===== config.mk =====
export PLATFORM = sky130hd
export DESIGN_NAME = spiseq_top
export DESIGN_NICKNAME = d
export VERILOG_FILES = /design/src/rtl/spiseq_pkg.sv /design/src/rtl/spiseq_regs.sv /design/src/rtl/spiseq_shifter.sv /design/src/rtl/spiseq_fsm.sv /design/src/rtl/spiseq_top.sv
export SDC_FILE = /design/constraint.sdc
export NUM_CORES = 2
export LEC_CHECK = 0
export BUFFER_PORTS_ARGS = -buffer_cell sky130_fd_sc_hd__buf_2
export CAP_MARGIN = 30
export CORE_ASPECT_RATIO = 0.6
export CORE_MARGIN = 2
export CORE_UTILIZATION = 60
export DETAILED_ROUTE_END_ITERATION = 12
export GPL_ROUTABILITY_DRIVEN = 0
export HOLD_SLACK_MARGIN = 0.1
export PLACE_DENSITY_LB_ADDON = 0.2
export RECOVER_POWER = 50
export SLEW_MARGIN = 20
export SYNTH_ARGS = -nofsm -noshare
export SYNTH_HDL_FRONTEND = slang
export SYNTH_HIERARCHICAL = 1
export SYNTH_SLANG_ARGS = --single-unit

===== constraint.sdc =====
create_clock -name clk -period 7 [get_ports clk]
set_clock_uncertainty 0.05 [all_clocks]
set_input_delay 0.35 -clock clk [delete_from_list [all_inputs] [get_ports clk]]
set_output_delay 0.35 -clock clk [all_outputs]
set_load 0.01 [all_outputs]

===== src/rtl/spiseq_pkg.sv =====
package spiseq_pkg;

    typedef enum logic [2:0] {
        SQ_IDLE,
        SQ_PREFIX,
        SQ_GAP,
        SQ_OPCODE,
        SQ_ADDR,
        SQ_DATA,
        SQ_CLOSE
    } sq_state_t;

    // control / status bit positions (register 0)
    localparam int CTL_DONE   = 0;
    localparam int CTL_ERR    = 1;
    localparam int CTL_BUSY   = 2;
    localparam int CTL_GO     = 8;
    localparam int CTL_ATOM   = 9;
    localparam int CTL_PSEL   = 10;
    localparam int CTL_PTR_LO = 12;
    localparam int CTL_DEN    = 15;
    localparam int CTL_CNT_LO = 16;
    localparam int CTL_CLK_LO = 24;

    typedef struct packed {
        logic [2:0] ptr;
        logic       atomic;
        logic       psel;
        logic       den;
        logic [5:0] cnt;
        logic [1:0] clk_sel;
    } sq_cmd_t;

endpackage


===== src/rtl/spiseq_regs.sv =====
module spiseq_regs
    import spiseq_pkg::*;
#(
    parameter int ADDR_W    = 5,
    parameter int BUF_WORDS = 16,
    parameter int BUF_BASE  = 16,
    parameter int IDX_W     = $clog2(BUF_WORDS * 4)
) (
    input  logic              clk,
    input  logic              rst_n,
    input  logic              host_we,
    input  logic [ADDR_W-1:0] host_addr,
    input  logic [31:0]       host_wdata,
    output logic [31:0]       host_rdata,
    output logic              go_o,
    output sq_cmd_t           cmd_o,
    output logic [23:0]       flash_addr_o,
    output logic [15:0]       prefix_o,
    output logic [15:0]       types_o,
    output logic [63:0]       menu_o,
    output logic              err_o,
    input  logic              busy_i,
    input  logic              set_done_i,
    input  logic              set_err_i,
    input  logic [IDX_W-1:0]  rd_idx_i,
    output logic [7:0]        rd_byte_o,
    input  logic              wr_en_i,
    input  logic [IDX_W-1:0]  wr_idx_i,
    input  logic [7:0]        wr_byte_i
);

    localparam int WORD_W = $clog2(BUF_WORDS);
    localparam logic [ADDR_W-1:0] A_CTRL = ADDR_W'(0);
    localparam logic [ADDR_W-1:0] A_FADR = ADDR_W'(1);
    localparam logic [ADDR_W-1:0] A_PFX  = ADDR_W'(2);
    localparam logic [ADDR_W-1:0] A_TYP  = ADDR_W'(3);
    localparam logic [ADDR_W-1:0] A_MLO  = ADDR_W'(4);
    localparam logic [ADDR_W-1:0] A_MHI  = ADDR_W'(5);

    logic [23:0]       faddr_q;
    logic [15:0]       pfx_q;
    logic [15:0]       typ_q;
    logic [63:0]       menu_q;
    logic              done_q, err_q;
    logic [31:0]       buf_q [BUF_WORDS];
    logic              in_buf;
    logic [ADDR_W-1:0] buf_off;
    logic [WORD_W-1:0] buf_word;
    logic              ctrl_wr;
    logic [31:0]       rd_word;

    assign in_buf   = (int'(host_addr) >= BUF_BASE) && (int'(host_addr) < BUF_BASE + BUF_WORDS);
    assign buf_off  = host_addr - ADDR_W'(BUF_BASE);
    assign buf_word = buf_off[WORD_W-1:0];
    assign ctrl_wr  = host_we && (host_addr == A_CTRL);

    assign go_o          = ctrl_wr && host_wdata[CTL_GO];
    assign cmd_o.ptr     = host_wdata[CTL_PTR_LO +: 3];
    assign cmd_o.atomic  = host_wdata[CTL_ATOM];
    assign cmd_o.psel    = host_wdata[CTL_PSEL];
    assign cmd_o.den     = host_wdata[CTL_DEN];
    assign cmd_o.cnt     = host_wdata[CTL_CNT_LO +: 6];
    assign cmd_o.clk_sel = host_wdata[CTL_CLK_LO +: 2];

    assign flash_addr_o = faddr_q;
    assign prefix_o     = pfx_q;
    assign types_o      = typ_q;
    assign menu_o       = menu_q;
    assign err_o        = err_q;

    always_ff @(posedge clk or negedge rst_n) begin
        if (!rst_n) begin
            faddr_q <= '0;
            pfx_q   <= '0;
            typ_q   <= '0;
            menu_q  <= '0;
        end else if (host_we) begin
            unique case (host_addr)
                A_FADR:  faddr_q       <= host_wdata[23:0];
                A_PFX:   pfx_q         <= host_wdata[15:0];
                A_TYP:   typ_q         <= host_wdata[15:0];
                A_MLO:   menu_q[31:0]  <= host_wdata;
                A_MHI:   menu_q[63:32] <= host_wdata;
                default: ;
            endcase
        end
    end

    // sticky status: set wins over a clear in the same cycle
    always_ff @(posedge clk or negedge rst_n) begin
        if (!rst_n) begin
            done_q <= 1'b0;
            err_q  <= 1'b0;
        end else begin
            if (ctrl_wr && host_wdata[CTL_DONE]) done_q <= 1'b0;
            if (ctrl_wr && host_wdata[CTL_ERR])  err_q  <= 1'b0;
            if (set_done_i) done_q <= 1'b1;
            if (set_err_i)  err_q  <= 1'b1;
        end
    end

    // payload buffer: sequencer byte write lands after a host word write
    always_ff @(posedge clk) begin
        if (host_we && in_buf)
            buf_q[buf_word] <= host_wdata;
        if (wr_en_i)
            buf_q[wr_idx_i[IDX_W-1:2]][8*wr_idx_i[1:0] +: 8] <= wr_byte_i;
    end

    assign rd_word   = buf_q[rd_idx_i[IDX_W-1:2]];
    assign rd_byte_o = rd_word[8*rd_idx_i[1:0] +: 8];

    always_comb begin
        host_rdata = '0;
        if (in_buf) begin
            host_rdata = buf_q[buf_word];
        end else begin
            case (host_addr)
                A_CTRL:  host_rdata = {29'b0, busy_i, err_q, done_q};
                A_FADR:  host_rdata = {8'b0, faddr_q};
                A_PFX:   host_rdata = {16'b0, pfx_q};
                A_TYP:   host_rdata = {16'b0, typ_q};
                A_MLO:   host_rdata = menu_q[31:0];
                A_MHI:   host_rdata = menu_q[63:32];
                default: host_rdata = '0;
            endcase
        end
    end


    done_sets_chk: assert property (@(posedge clk) disable iff (!rst_n)
        set_done_i |=> done_q);

endmodule


===== src/rtl/spiseq_shifter.sv =====
module spiseq_shifter #(
    parameter int CNT_W = 4
) (
    input  logic             clk,
    input  logic             rst_n,
    input  logic             start_i,
    input  logic [7:0]       tx_i,
    input  logic [CNT_W-1:0] half_m1_i,
    input  logic             miso_i,
    output logic             sclk_o,
    output logic             mosi_o,
    output logic [7:0]       rx_o,
    output logic             done_o,
    output logic             busy_o
);

    logic [7:0]       sh_q;
    logic [2:0]       bit_q;
    logic [CNT_W-1:0] cnt_q;

    assign mosi_o = sh_q[7];

    always_ff @(posedge clk or negedge rst_n) begin
        if (!rst_n) begin
            sh_q   <= '0;
            bit_q  <= '0;
            cnt_q  <= '0;
            sclk_o <= 1'b0;
            rx_o   <= '0;
            done_o <= 1'b0;
            busy_o <= 1'b0;
        end else begin
            done_o <= 1'b0;
            if (start_i) begin
                sh_q   <= tx_i;
                bit_q  <= '0;
                cnt_q  <= '0;
                sclk_o <= 1'b0;
                busy_o <= 1'b1;
            end else if (busy_o) begin
                if (cnt_q == half_m1_i) begin
                    cnt_q <= '0;
                    if (!sclk_o) begin
                        sclk_o <= 1'b1;
                        rx_o   <= {rx_o[6:0], miso_i};
                    end else begin
                        sclk_o <= 1'b0;
                        if (bit_q == 3'd7) begin
                            busy_o <= 1'b0;
                            done_o <= 1'b1;
                        end else begin
                            bit_q <= bit_q + 3'd1;
                            sh_q  <= {sh_q[6:0], 1'b0};
                        end
                    end
                end else begin
                    cnt_q <= cnt_q + CNT_W'(1);
                end
            end
        end
    end


    byte_ends_low_chk: assert property (@(posedge clk) disable iff (!rst_n)
        done_o |-> !sclk_o);

endmodule


===== src/rtl/spiseq_fsm.sv =====
module spiseq_fsm
    import spiseq_pkg::*;
#(
    parameter int IDX_W = 6,
    parameter int GAP_W = 5
) (
    input  logic             clk,
    input  logic             rst_n,
    input  logic             go_i,
    input  sq_cmd_t          cmd_i,
    input  logic [23:0]      flash_addr_i,
    input  logic [15:0]      prefix_i,
    input  logic [15:0]      types_i,
    input  logic [63:0]      menu_i,
    input  logic             sh_done_i,
    input  logic             sh_busy_i,
    input  logic [7:0]       sh_rx_i,
    output logic             sh_start_o,
    output logic [7:0]       sh_tx_o,
    output logic [1:0]       clk_sel_o,
    output logic             cs_n_o,
    output logic             busy_o,
    output logic             set_done_o,
    output logic             set_err_o,
    output logic [IDX_W-1:0] rd_idx_o,
    input  logic [7:0]       rd_byte_i,
    output logic             wr_en_o,
    output logic [IDX_W-1:0] wr_idx_o,
    output logic [7:0]       wr_byte_o
);

    sq_state_t        state_q, state_d;
    sq_cmd_t          cmd_q;
    logic [7:0]       opc_q, pfx_q;
    logic [1:0]       typ_q;
    logic [23:0]      addr_q;
    logic [GAP_W-1:0] gap_q;
    logic [IDX_W-1:0] idx_q;
    logic             last_data, reject;
    logic [7:0]       new_opc, new_pfx, data_tx;
    logic [1:0]       new_typ;

    function automatic logic [7:0] addr_byte(input logic [23:0] a, input logic [IDX_W-1:0] k);
        case (k[1:0])
            2'd0:    return a[23:16];
            2'd1:    return a[15:8];
            default: return a[7:0];
        endcase
    endfunction

    assign new_opc   = menu_i[8*cmd_i.ptr +: 8];
    assign new_typ   = types_i[2*cmd_i.ptr +: 2];
    assign new_pfx   = cmd_i.psel ? prefix_i[15:8] : prefix_i[7:0];
    assign last_data = (idx_q == IDX_W'(cmd_q.cnt));
    assign clk_sel_o = cmd_q.clk_sel;

    // state register
    always_ff @(posedge clk or negedge rst_n) begin
        if (!rst_n) state_q <= SQ_IDLE;
        else        state_q <= state_d;
    end

    // next state
    always_comb begin
        state_d = state_q;
        unique case (state_q)
            SQ_IDLE:   if (go_i) state_d = cmd_i.atomic ? SQ_PREFIX : SQ_OPCODE;
            SQ_PREFIX: if (sh_done_i) state_d = SQ_GAP;
            SQ_GAP:    if (gap_q == '0) state_d = SQ_OPCODE;
            SQ_OPCODE: if (sh_done_i)
                           state_d = typ_q[1] ? SQ_ADDR : (cmd_q.den ? SQ_DATA : SQ_CLOSE);
            SQ_ADDR:   if (sh_done_i && idx_q == IDX_W'(2))
                           state_d = cmd_q.den ? SQ_DATA : SQ_CLOSE;
            SQ_DATA:   if (sh_done_i && last_data) state_d = SQ_CLOSE;
            SQ_CLOSE:  state_d = SQ_IDLE;
            default:   state_d = SQ_IDLE;
        endcase
    end

    // decoded outputs
    always_comb begin
        busy_o     = (state_q != SQ_IDLE);
        reject     = go_i && busy_o;
        set_err_o  = reject;
        set_done_o = reject || (state_q == SQ_CLOSE);
        rd_idx_o   = (state_q == SQ_DATA) ? idx_q + IDX_W'(1) : '0;
        data_tx    = typ_q[0] ? rd_byte_i : 8'h00;
        wr_en_o    = (state_q == SQ_DATA) && sh_done_i && !typ_q[0];
        wr_idx_o   = idx_q;
        wr_byte_o  = sh_rx_i;
    end

    // datapath and registered bus controls
    always_ff @(posedge clk or negedge rst_n) begin
        if (!rst_n) begin
            cmd_q      <= '0;
            opc_q      <= '0;
            pfx_q      <= '0;
            typ_q      <= '0;
            addr_q     <= '0;
            gap_q      <= '0;
            idx_q      <= '0;
            cs_n_o     <= 1'b1;
            sh_start_o <= 1'b0;
            sh_tx_o    <= '0;
        end else begin
            sh_start_o <= 1'b0;
            unique case (state_q)
                SQ_IDLE: if (go_i) begin
                    cmd_q      <= cmd_i;
                    opc_q      <= new_opc;
                    pfx_q      <= new_pfx;
                    typ_q      <= new_typ;
                    addr_q     <= flash_addr_i;
                    cs_n_o     <= 1'b0;
                    sh_start_o <= 1'b1;
                    sh_tx_o    <= cmd_i.atomic ? new_pfx : new_opc;
                end
                SQ_PREFIX: if (sh_done_i) begin
                    cs_n_o <= 1'b1;
                    gap_q  <= GAP_W'((2 << cmd_q.clk_sel) - 1);
                end
                SQ_GAP: begin
                    if (gap_q == '0) begin
                        cs_n_o     <= 1'b0;
                        sh_start_o <= 1'b1;
                        sh_tx_o    <= opc_q;
                    end else begin
                        gap_q <= gap_q - GAP_W'(1);
                    end
                end
                SQ_OPCODE: if (sh_done_i) begin
                    idx_q <= '0;
                    if (typ_q[1]) begin
                        sh_start_o <= 1'b1;
                        sh_tx_o    <= addr_q[23:16];
                    end else if (cmd_q.den) begin
                        sh_start_o <= 1'b1;
                        sh_tx_o    <= data_tx;
                    end else begin
                        cs_n_o <= 1'b1;
                    end
                end
                SQ_ADDR: if (sh_done_i) begin
                    if (idx_q == IDX_W'(2)) begin
                        idx_q <= '0;
                        if (cmd_q.den) begin
                            sh_start_o <= 1'b1;
                            sh_tx_o    <= data_tx;
                        end else begin
                            cs_n_o <= 1'b1;
                        end
                    end else begin
                        idx_q      <= idx_q + IDX_W'(1);
                        sh_start_o <= 1'b1;
                        sh_tx_o    <= addr_byte(addr_q, idx_q + IDX_W'(1));
                    end
                end
                SQ_DATA: if (sh_done_i) begin
                    if (last_data) begin
                        cs_n_o <= 1'b1;
                    end else begin
                        idx_q      <= idx_q + IDX_W'(1);
                        sh_start_o <= 1'b1;
                        sh_tx_o    <= data_tx;
                    end
                end
                SQ_CLOSE: ;
                default: ;
            endcase
        end
    end


    frame_ends_idle_chk: assert property (@(posedge clk) disable iff (!rst_n)
        $rose(cs_n_o) |-> !sh_busy_i);


    launch_when_free_chk: assert property (@(posedge clk) disable iff (!rst_n)
        sh_start_o |-> !sh_busy_i);


    idle_deselect_chk: assert property (@(posedge clk) disable iff (!rst_n)
        (state_q == SQ_IDLE) && !sh_busy_i |-> cs_n_o);

endmodule


===== src/rtl/spiseq_top.sv =====
module spiseq_top
    import spiseq_pkg::*;
#(
    parameter int ADDR_W    = 5,
    parameter int BUF_WORDS = 16,
    parameter int BUF_BASE  = 16,
    parameter int CNT_W     = 4
) (
    input  logic              clk,
    input  logic              rst_n,
    input  logic              host_we,
    input  logic [ADDR_W-1:0] host_addr,
    input  logic [31:0]       host_wdata,
    output logic [31:0]       host_rdata,
    output logic              spi_sclk,
    output logic              spi_cs_n,
    output logic              spi_mosi,
    input  logic              spi_miso
);

    localparam int IDX_W = $clog2(BUF_WORDS * 4);
    localparam int GAP_W = CNT_W + 1;

    logic             go, busy, set_done, set_err, err_flag;
    sq_cmd_t          cmd;
    logic [23:0]      faddr;
    logic [15:0]      prefix, types;
    logic [63:0]      menu;
    logic [IDX_W-1:0] rd_idx, wr_idx;
    logic [7:0]       rd_byte, wr_byte, sh_tx, sh_rx;
    logic             wr_en, sh_start, sh_done, sh_busy;
    logic [1:0]       clk_sel;
    logic [CNT_W-1:0] half_m1;

    assign half_m1 = CNT_W'((1 << clk_sel) - 1);

    spiseq_regs #(
        .ADDR_W(ADDR_W), .BUF_WORDS(BUF_WORDS), .BUF_BASE(BUF_BASE), .IDX_W(IDX_W)
    ) u_regs (
        .clk(clk), .rst_n(rst_n),
        .host_we(host_we), .host_addr(host_addr), .host_wdata(host_wdata), .host_rdata(host_rdata),
        .go_o(go), .cmd_o(cmd), .flash_addr_o(faddr), .prefix_o(prefix), .types_o(types),
        .menu_o(menu), .err_o(err_flag), .busy_i(busy), .set_done_i(set_done), .set_err_i(set_err),
        .rd_idx_i(rd_idx), .rd_byte_o(rd_byte), .wr_en_i(wr_en), .wr_idx_i(wr_idx), .wr_byte_i(wr_byte)
    );

    spiseq_fsm #(.IDX_W(IDX_W), .GAP_W(GAP_W)) u_fsm (
        .clk(clk), .rst_n(rst_n),
        .go_i(go), .cmd_i(cmd), .flash_addr_i(faddr), .prefix_i(prefix), .types_i(types),
        .menu_i(menu), .sh_done_i(sh_done), .sh_busy_i(sh_busy), .sh_rx_i(sh_rx),
        .sh_start_o(sh_start), .sh_tx_o(sh_tx), .clk_sel_o(clk_sel), .cs_n_o(spi_cs_n),
        .busy_o(busy), .set_done_o(set_done), .set_err_o(set_err),
        .rd_idx_o(rd_idx), .rd_byte_i(rd_byte), .wr_en_o(wr_en), .wr_idx_o(wr_idx), .wr_byte_o(wr_byte)
    );

    spiseq_shifter #(.CNT_W(CNT_W)) u_shift (
        .clk(clk), .rst_n(rst_n),
        .start_i(sh_start), .tx_i(sh_tx), .half_m1_i(half_m1), .miso_i(spi_miso),
        .sclk_o(spi_sclk), .mosi_o(spi_mosi), .rx_o(sh_rx), .done_o(sh_done), .busy_o(sh_busy)
    );


    clock_idle_low_chk: assert property (@(posedge clk) disable iff (!rst_n)
        spi_cs_n |-> !spi_sclk);


    busy_start_err_chk: assert property (@(posedge clk) disable iff (!rst_n)
        (go && busy) |=> err_flag);

endmodule


# --- Yosys cells after proc, flatten, opt, wreduce, memory -nomap -nowiden ---
# Memories as Yosys holds them, arrays and structs flattened.
# Index checks and enable logic that the tools add are counted.
word_totals:
  out_inout_bits: 35
  word_cells: 207
  latch_bits: 0
  input_bits: 41
  romBits: 0
  ff_bits: 215
  n_memories: 1
  ramBits: 512
memory_table:
  columns: ["name", "depth", "word_bits", "rd", "rd_clocked_by_memory_dff", "write_ports", "line_no", "rtl"]
  rows:
  - ["u_regs.buf_q", 16, 32, 2, 0, 2, "spiseq_regs.sv:45", "logic [31:0] buf_q [BUF_WORDS];"]
classes:
  muxes: 92
  eq_ne: 30
  n_addsub: 8
  shift: 7
  div: 0
  order_cmp: 1
  bitwise_logic: 2
  multipliers: 0
  n_reduce_logical: 40
ops:
  columns: ["cell", "n"]
  rows:
  - ["$pmux 32 s6", 1]
  - ["$mux 8", 17]
  - ["$mux 32", 2]
  - ["$shiftx 64x7->8", 1]
  - ["$mux 1", 40]
  - ["$pmux 8 s5", 1]
  - ["$mux 3", 12]
  - ["$mux 6", 6]
  - ["$neg 5->34", 1]
  - ["$shift 8x34->32 const A", 1]
  - ["$shiftx 8x34->32", 1]
  - ["$shiftx 32x6->8", 1]
  - ["$ne 2x1->1 const B", 10]
  - ["$pmux 3 s6", 1]
  - ["$pmux 6 s3", 1]
  - ["$pmux 8 s2", 1]
  - ["$shiftx 16x5->2", 1]
  - ["$reduce_and 2->1", 7]
  - ["$eq 3x3->1 const B", 4]
  - ["$mux 4", 3]
  - ["$reduce_bool 2->1", 6]
  - ["$eq 5x2->1 const B", 2]
  - ["$eq 5x3->1 const B", 2]
  - ["$logic_and 1x1->1", 10]
  - ["other kinds (38)", 48]

# --- Longest topological paths before layout ---
# An unclocked memory read counts as a cell.
depth:
  ltp_word: 9
  ltp_mapped: 17

# --- Modules after synthesis ---
# The synthesis kept the hierarchy.
by_module_without_submodules:
  columns: ["mod", "instances", "area_per_inst_um2", "seq_area_each_um2", "cells_each"]
  rows:
  - ["spiseq_regs", 1, 34878.5, 18427.7, 2835]
  - ["spiseq_fsm", 1, 4573.1, 1677.9, 469]
  - ["spiseq_shifter", 1, 1276.2, 650.6, 118]
  - ["spiseq_top", 1, 21.3, 0.0, 4]

# --- Worst setup path before layout ---
# OpenSTA, ideal clock, no wires.
synth_path:
  path_type: "register -> register"
  start: "reg u_fsm.idx_q[0], in the netlist u_fsm/wr_idx_o[0]"
  end: "reg u_fsm.sh_tx_o[5]"
  path_buffers: 2
  setup_time_ns: 0.136
  t_arrival_ns: 3.645
  stages_incl_launch_ff: 14
  slack_ns: 3.169
  required_time_ns: 6.814
  period_less_slack_ns: 3.831
  cell_sequence: "dfrtp_1 ha_1 nand3_1 or2_2 a21oi_1 buf_2 buf_1 mux4_2 mux2_2 o22ai_1 o221ai_1 a32o_1 a2111oi_0 a31oi_1"
synth_between:
  elab_chain_cells: 9
synth_lines:
  columns: ["element", "line_no", "rtl"]
  rows:
  - ["start, declared", "spiseq_fsm.sv:38", "logic [IDX_W-1:0] idx_q;"]
  - ["start signal, assigned", "spiseq_fsm.sv:154", "idx_q <= idx_q + IDX_W'(1);"]
  - ["start signal, assigned", "spiseq_fsm.sv:163", "idx_q <= idx_q + IDX_W'(1);"]
  - ["$add 6x1->6 *", "spiseq_fsm.sv:86", "rd_idx_o = (state_q == SQ_DATA) ? idx_q + IDX_W'(1) : '0;"]
  - ["$mux 6 *", "spiseq_fsm.sv:86", null]
  - ["named net rd_idx[4]", "spiseq_top.sv:29", "logic [IDX_W-1:0] rd_idx, wr_idx;"]
  - ["$mem_v2 16x32 *", null, null]
  - ["$shiftx 32x6->8 *", "spiseq_regs.sv:111", "assign rd_byte_o = rd_word[8*rd_idx_i[1:0] +: 8];"]
  - ["named net rd_byte[5]", "spiseq_top.sv:30", "logic [7:0] rd_byte, wr_byte, sh_tx, sh_rx;"]
  - ["$mux 8 *", "spiseq_fsm.sv:87", "data_tx = typ_q[0] ? rd_byte_i : 8'h00;"]
  - ["$mux 8", "spiseq_fsm.sv:137, spiseq_fsm.sv:147", null]
  - ["$mux 8 (on tied branches)", "spiseq_fsm.sv:145, spiseq_fsm.sv:134", null]
  - ["$mux 8 (on tied branches)", "spiseq_fsm.sv:144, spiseq_fsm.sv:132", null]
  - ["$pmux 8 s5 *", "spiseq_fsm.sv:108", "unique case (state_q)"]
  - ["end signal, assigned", "spiseq_fsm.sv:136", "sh_tx_o <= addr_q[23:16];"]
  - ["end signal, assigned", "spiseq_fsm.sv:139", "sh_tx_o <= data_tx;"]
  - ["end signal, assigned", "spiseq_fsm.sv:149", "sh_tx_o <= data_tx;"]
  - ["end, declared", "spiseq_fsm.sv:19", "output logic [7:0] sh_tx_o,"]
# The timed path passes the listed nets; every way through them passes the cells marked *. The select of a mux whose other input is x is not followed.
# A chain may end at the register's enable or synchronous reset.

# --- Worst setup path in the final report ---
layout_path:
  start: "in host_addr[2]"
  end: "reg u_regs.menu_q[53], in the netlist u_regs/menu_o[53]"
layout_between:
  elab_chain_cells: 2
layout_lines:
  columns: ["element", "line_no", "rtl"]
  rows:
  - ["start, declared", "spiseq_top.sv:12", "input logic [ADDR_W-1:0] host_addr,"]
  - ["$eq 5x3->1", "spiseq_regs.sv:78", "unique case (host_addr)"]
  - ["$reduce_and 2->1 (no line)", null, null]
  - ["end signal, assigned", "spiseq_regs.sv:83", "A_MHI: menu_q[63:32] <= host_wdata;"]
  - ["end, declared", "spiseq_regs.sv:43", "logic [63:0] menu_q;"]
# Every way passes these cells.

==> summary by stage <==
Run status
The checks that failed: capacitance limit, slew limit. The run finished, with violations left.

Detailed routing
After detailed routing, the number of vias per cell comes to 7.39. The detailed-route DRC error count is 0. In the final routed layout, each cell accounts on average for 32.8 um.

The count of vias placed by the detailed router is 31200. The first routing iteration left 5963 violations. The count of antenna-violating nets left after detailed routing is 0. The total wire length is 138000 um.

For this run, the detailed router's first-pass iteration total came to 11.

Cells and area
The final layout contains ~3300 nets. The top cell types in the final layout, fill and taps aside, are 766 x sky130_fd_sc_hd__nand2_1, 540 x sky130_fd_sc_hd__o21ai_0, 512 x sky130_fd_sc_hd__edfxtp_1. The layout overhead on the synthesized area is 6.04%. Cells with a size suffix above 1 make up 16.9% of the layout. The most common library cell in the layout ignoring fill and taps is sky130_fd_sc_hd__nand2_1.

Setup path
The worst setup path category is input pin to register. In this run the worst setup path terminates at u_regs/menu_o[53]. In this run the worst setup path begins at host_addr[2]. The flop-to-flop setup slack is 1350 ps. The worst setup path is launched from an input pin. The arrival time at the worst endpoint is just over 7000 ps. The cell count of the worst reg-to-reg path is 11.

At the worst endpoint, the required time is 7440 ps. The capture instance of the worst register-to-register path is u_fsm/sh_tx_o[5]. The worst setup path is captured at a register. The startpoint identified for the worst register-to-register timing path is u_fsm/state_q[2]. In this run the worst path has a maximum fanout of 41.

Clock network
The number of setup buffers added after CTS is 0. The register clock-pin slew on the reported worst setup and hold paths is 70 ps. The clock latency on the worst-skew pair is 640 ps. The tree is rooted in a sky130_fd_sc_hd__clkbuf_16. TritonCTS built the clock tree.

The total number of clock tree sinks is approximately 730. The buffer levels on the longest clock path is 3. The number of H-tree levels is 3. The total CTS buffers is 70.

Pwr
The total power draw is slightly above 10 mW. The peak supply drop is 0.000194 V. The areal power density over the cells is 240 nW/um^2. In this run the static leakage power is between 15 and 20 nW.

Timing
The hold violation total from the final report is 0. The count of final max-slew check failures was 267. The ratio of final minimum period to clock period is a little over nine tenths. The headroom to the max-slew limit is -235%. For the pin with the worst max-slew slack, the measured transition is 5020 ps. The final setup violation count is 0. Setup repair after global routing left no endpoint under its margin.

For the finished layout, the period the worst path requires is 6660 ps. The timing-limited maximum frequency is 150 MHz. The final setup TNS is 0 ps.

Yosys
Sequential cells were found to cover 50.9% of the synthesized design area. The post-synthesis cell area is 40700 um^2. The number of different library cells used by synthesis comes to 82. The fraction of registers with async set/reset is 29.6%. In this run the mean area of a mapped cell was 11.9 um^2. For this run, the number of Yosys warnings is 6. Yosys mapped a number of flops with a built-in enable equal to just over 500.

The synthesized instance count is 3426. The synthesized design contains 727 register bits. The number of nets in the synthesized netlist is 3481. The dominant register cell in the synthesized netlist is sky130_fd_sc_hd__edfxtp_1.

Floorplan
Pin placement for this block handled 76 I/O pins. The floorplan step set the die height to 206 um. The full die area is 70100 um^2. The horizontal die dimension is approximately 340 um. The floorplan step defined a core boundary enclosing ~67000 um^2.

The initial utilization of the core area, before any placement, comes to 61.1%. The initialized floorplan defines 73 standard-cell rows.

Global route
The initial antenna violation count is 8. Global routing used between 30% and 40% of the available tracks across all layers. The first global-routing pass estimated 200000 um of wire. The pin count of the biggest net entering global routing is between 100 and 150. Global routing finished with a remaining overflow of 0. The via count of the first global-routing pass is just under 30000.

Worst hold path
The path class of the tightest hold or removal check is input pin to register.

Place
The wire-length estimate of the detail-placed layout is 94400 um. Buffers placed on the I/O ports in this run total 75.

Job
Max-cap violations in this run came to 6.
[metrics by stage]
stage | utilization [%] | hold slack, ps | setup slack, ps | area (um^2) | cells
after global routing | 64.8 | 123 | 656 | 43200 | 4216
after CTS | 64.9 | 103 | 1480 | 43300 | 4212
final | 64.8 | 139 | 337 | 43200 | 4225
after floorplan | - | 4.41 | 3170 | 40700 | 3426
after global placement | 61.6 | 397 | 1700 | 41100 | 4086
after detailed placement | 61.6 | 405 | 1480 | 41100 | 4086
[synth_stat cells, types with 42 or more instances]
cell type,n,area share (%)
sky130_fd_sc_hd__nand2_1,766,7.1
sky130_fd_sc_hd__o21ai_0,515,6.3
sky130_fd_sc_hd__edfxtp_1,512,38
sky130_fd_sc_hd__mux4_2,303,17
sky130_fd_sc_hd__dfrtp_1,214,13
sky130_fd_sc_hd__clkbuf_1,206,1.9
sky130_fd_sc_hd__mux2_1,92,2.5
sky130_fd_sc_hd__mux2i_1,77,1.9
sky130_fd_sc_hd__mux2_2,65,1.8
sky130_fd_sc_hd__buf_1,58,0.53
sky130_fd_sc_hd__nand3_1,46,0.56
sky130_fd_sc_hd__o21ai_1,44,0.54
sky130_fd_sc_hd__nor2_1,42,0.39
[state kept, by name, summed over array words and instances (netlist names), 2 cells and up]
register             count
u_fsm/opc_q              8
u_regs/flash_addr_o     24
u_shift/rx_o             8
u_fsm/addr_q            24
u_regs/buf_q           512
u_shift/cnt_q            4
u_regs/prefix_o         16
u_shift/bit_q            3
u_fsm/wr_idx_o           6
u_fsm/clk_sel_o          2
u_regs/types_o          16
u_fsm/sh_tx_o            8
u_shift/sh_q             8
u_regs/menu_o           64
u_fsm/typ_q              2
u_fsm/gap_q              5
u_fsm/cmd_q              7
u_fsm/state_q            3
[critical path: stages]
cell and delay [ps]:
sky130_fd_sc_hd__buf_2 80, sky130_fd_sc_hd__clkbuf_1 2580, sky130_fd_sc_hd__nand2b_1 310, sky130_fd_sc_hd__nor3_1 390, sky130_fd_sc_hd__clkbuf_1 1410, sky130_fd_sc_hd__nand2_1 730, sky130_fd_sc_hd__clkbuf_2 650, sky130_fd_sc_hd__mux2_1 510
[worst min path at each step]
stage                     startpoint                to  cells after the start
after floorplan                rst_n   u_fsm/addr_q[0]                      0
after global routing         host_we      u_regs/err_o                      3
after detailed placement       rst_n  u_shift/cnt_q[0]                      1
after global placement         rst_n  u_shift/cnt_q[0]                      1
after CTS                    host_we     u_regs/done_q                      3
final                        host_we     u_regs/done_q                      3
[power breakdown]
| part | internal [mW] | leakage (nW) | switching (mW) |
|---|---|---|---|
| registers | 4.88 | 7.39 | 0.301 |
| logic | 0.522 | 7.75 | 0.908 |
| clock network | 2.07 | 1.06 | 1.68 |
[layer usage]
| layer | vias to the layer above | track usage [%] | part of all wire, % |
|---|---|---|---|
| li1 | 12600 | - | - |
| met1 | 15300 | 56.1 | 36 |
| met2 | 2950 | 51.3 | 39 |
| met3 | 373 | 22.6 | 21 |
| met4 | 10 | 13.5 | 3.9 |
| met5 | - | 0 | 0.14 |
[repair_timing]
| item | CTS | global route |
|---|---|---|
| endpoints found under the hold margin | 104 | 0 |
| endpoints found under the setup margin | 0 | 0 |
| hold buffers | 2 | 0 |
| resized for setup | 0 | 0 |
[cell families after synthesis]
kind of cell,count (synthesis),share of synthesized area (%)
buf+inv,375,4.06
mux,545,23.3
compound gates,764,10.8
xor+xnor,13,0.279
other cells,1,0.00920
fa+ha+maj,14,0.430
simple gates,987,10.2
flops,727,50.9
[area by class of cell]
class / instances / area [um^2]
diodes: 9 / 22.5
clock buffers: 98 / 1970
clock inverters: 26 / 198
fillers: 4909 / 23500
inverters: 25 / 93.8
multi-input cells: 2324 / 18300
flip-flops and latches: 727 / 20800
well taps: 900 / 1130
repair buffers: 116 / 714
No activity file was read; power rests on OpenSTA's default activity.
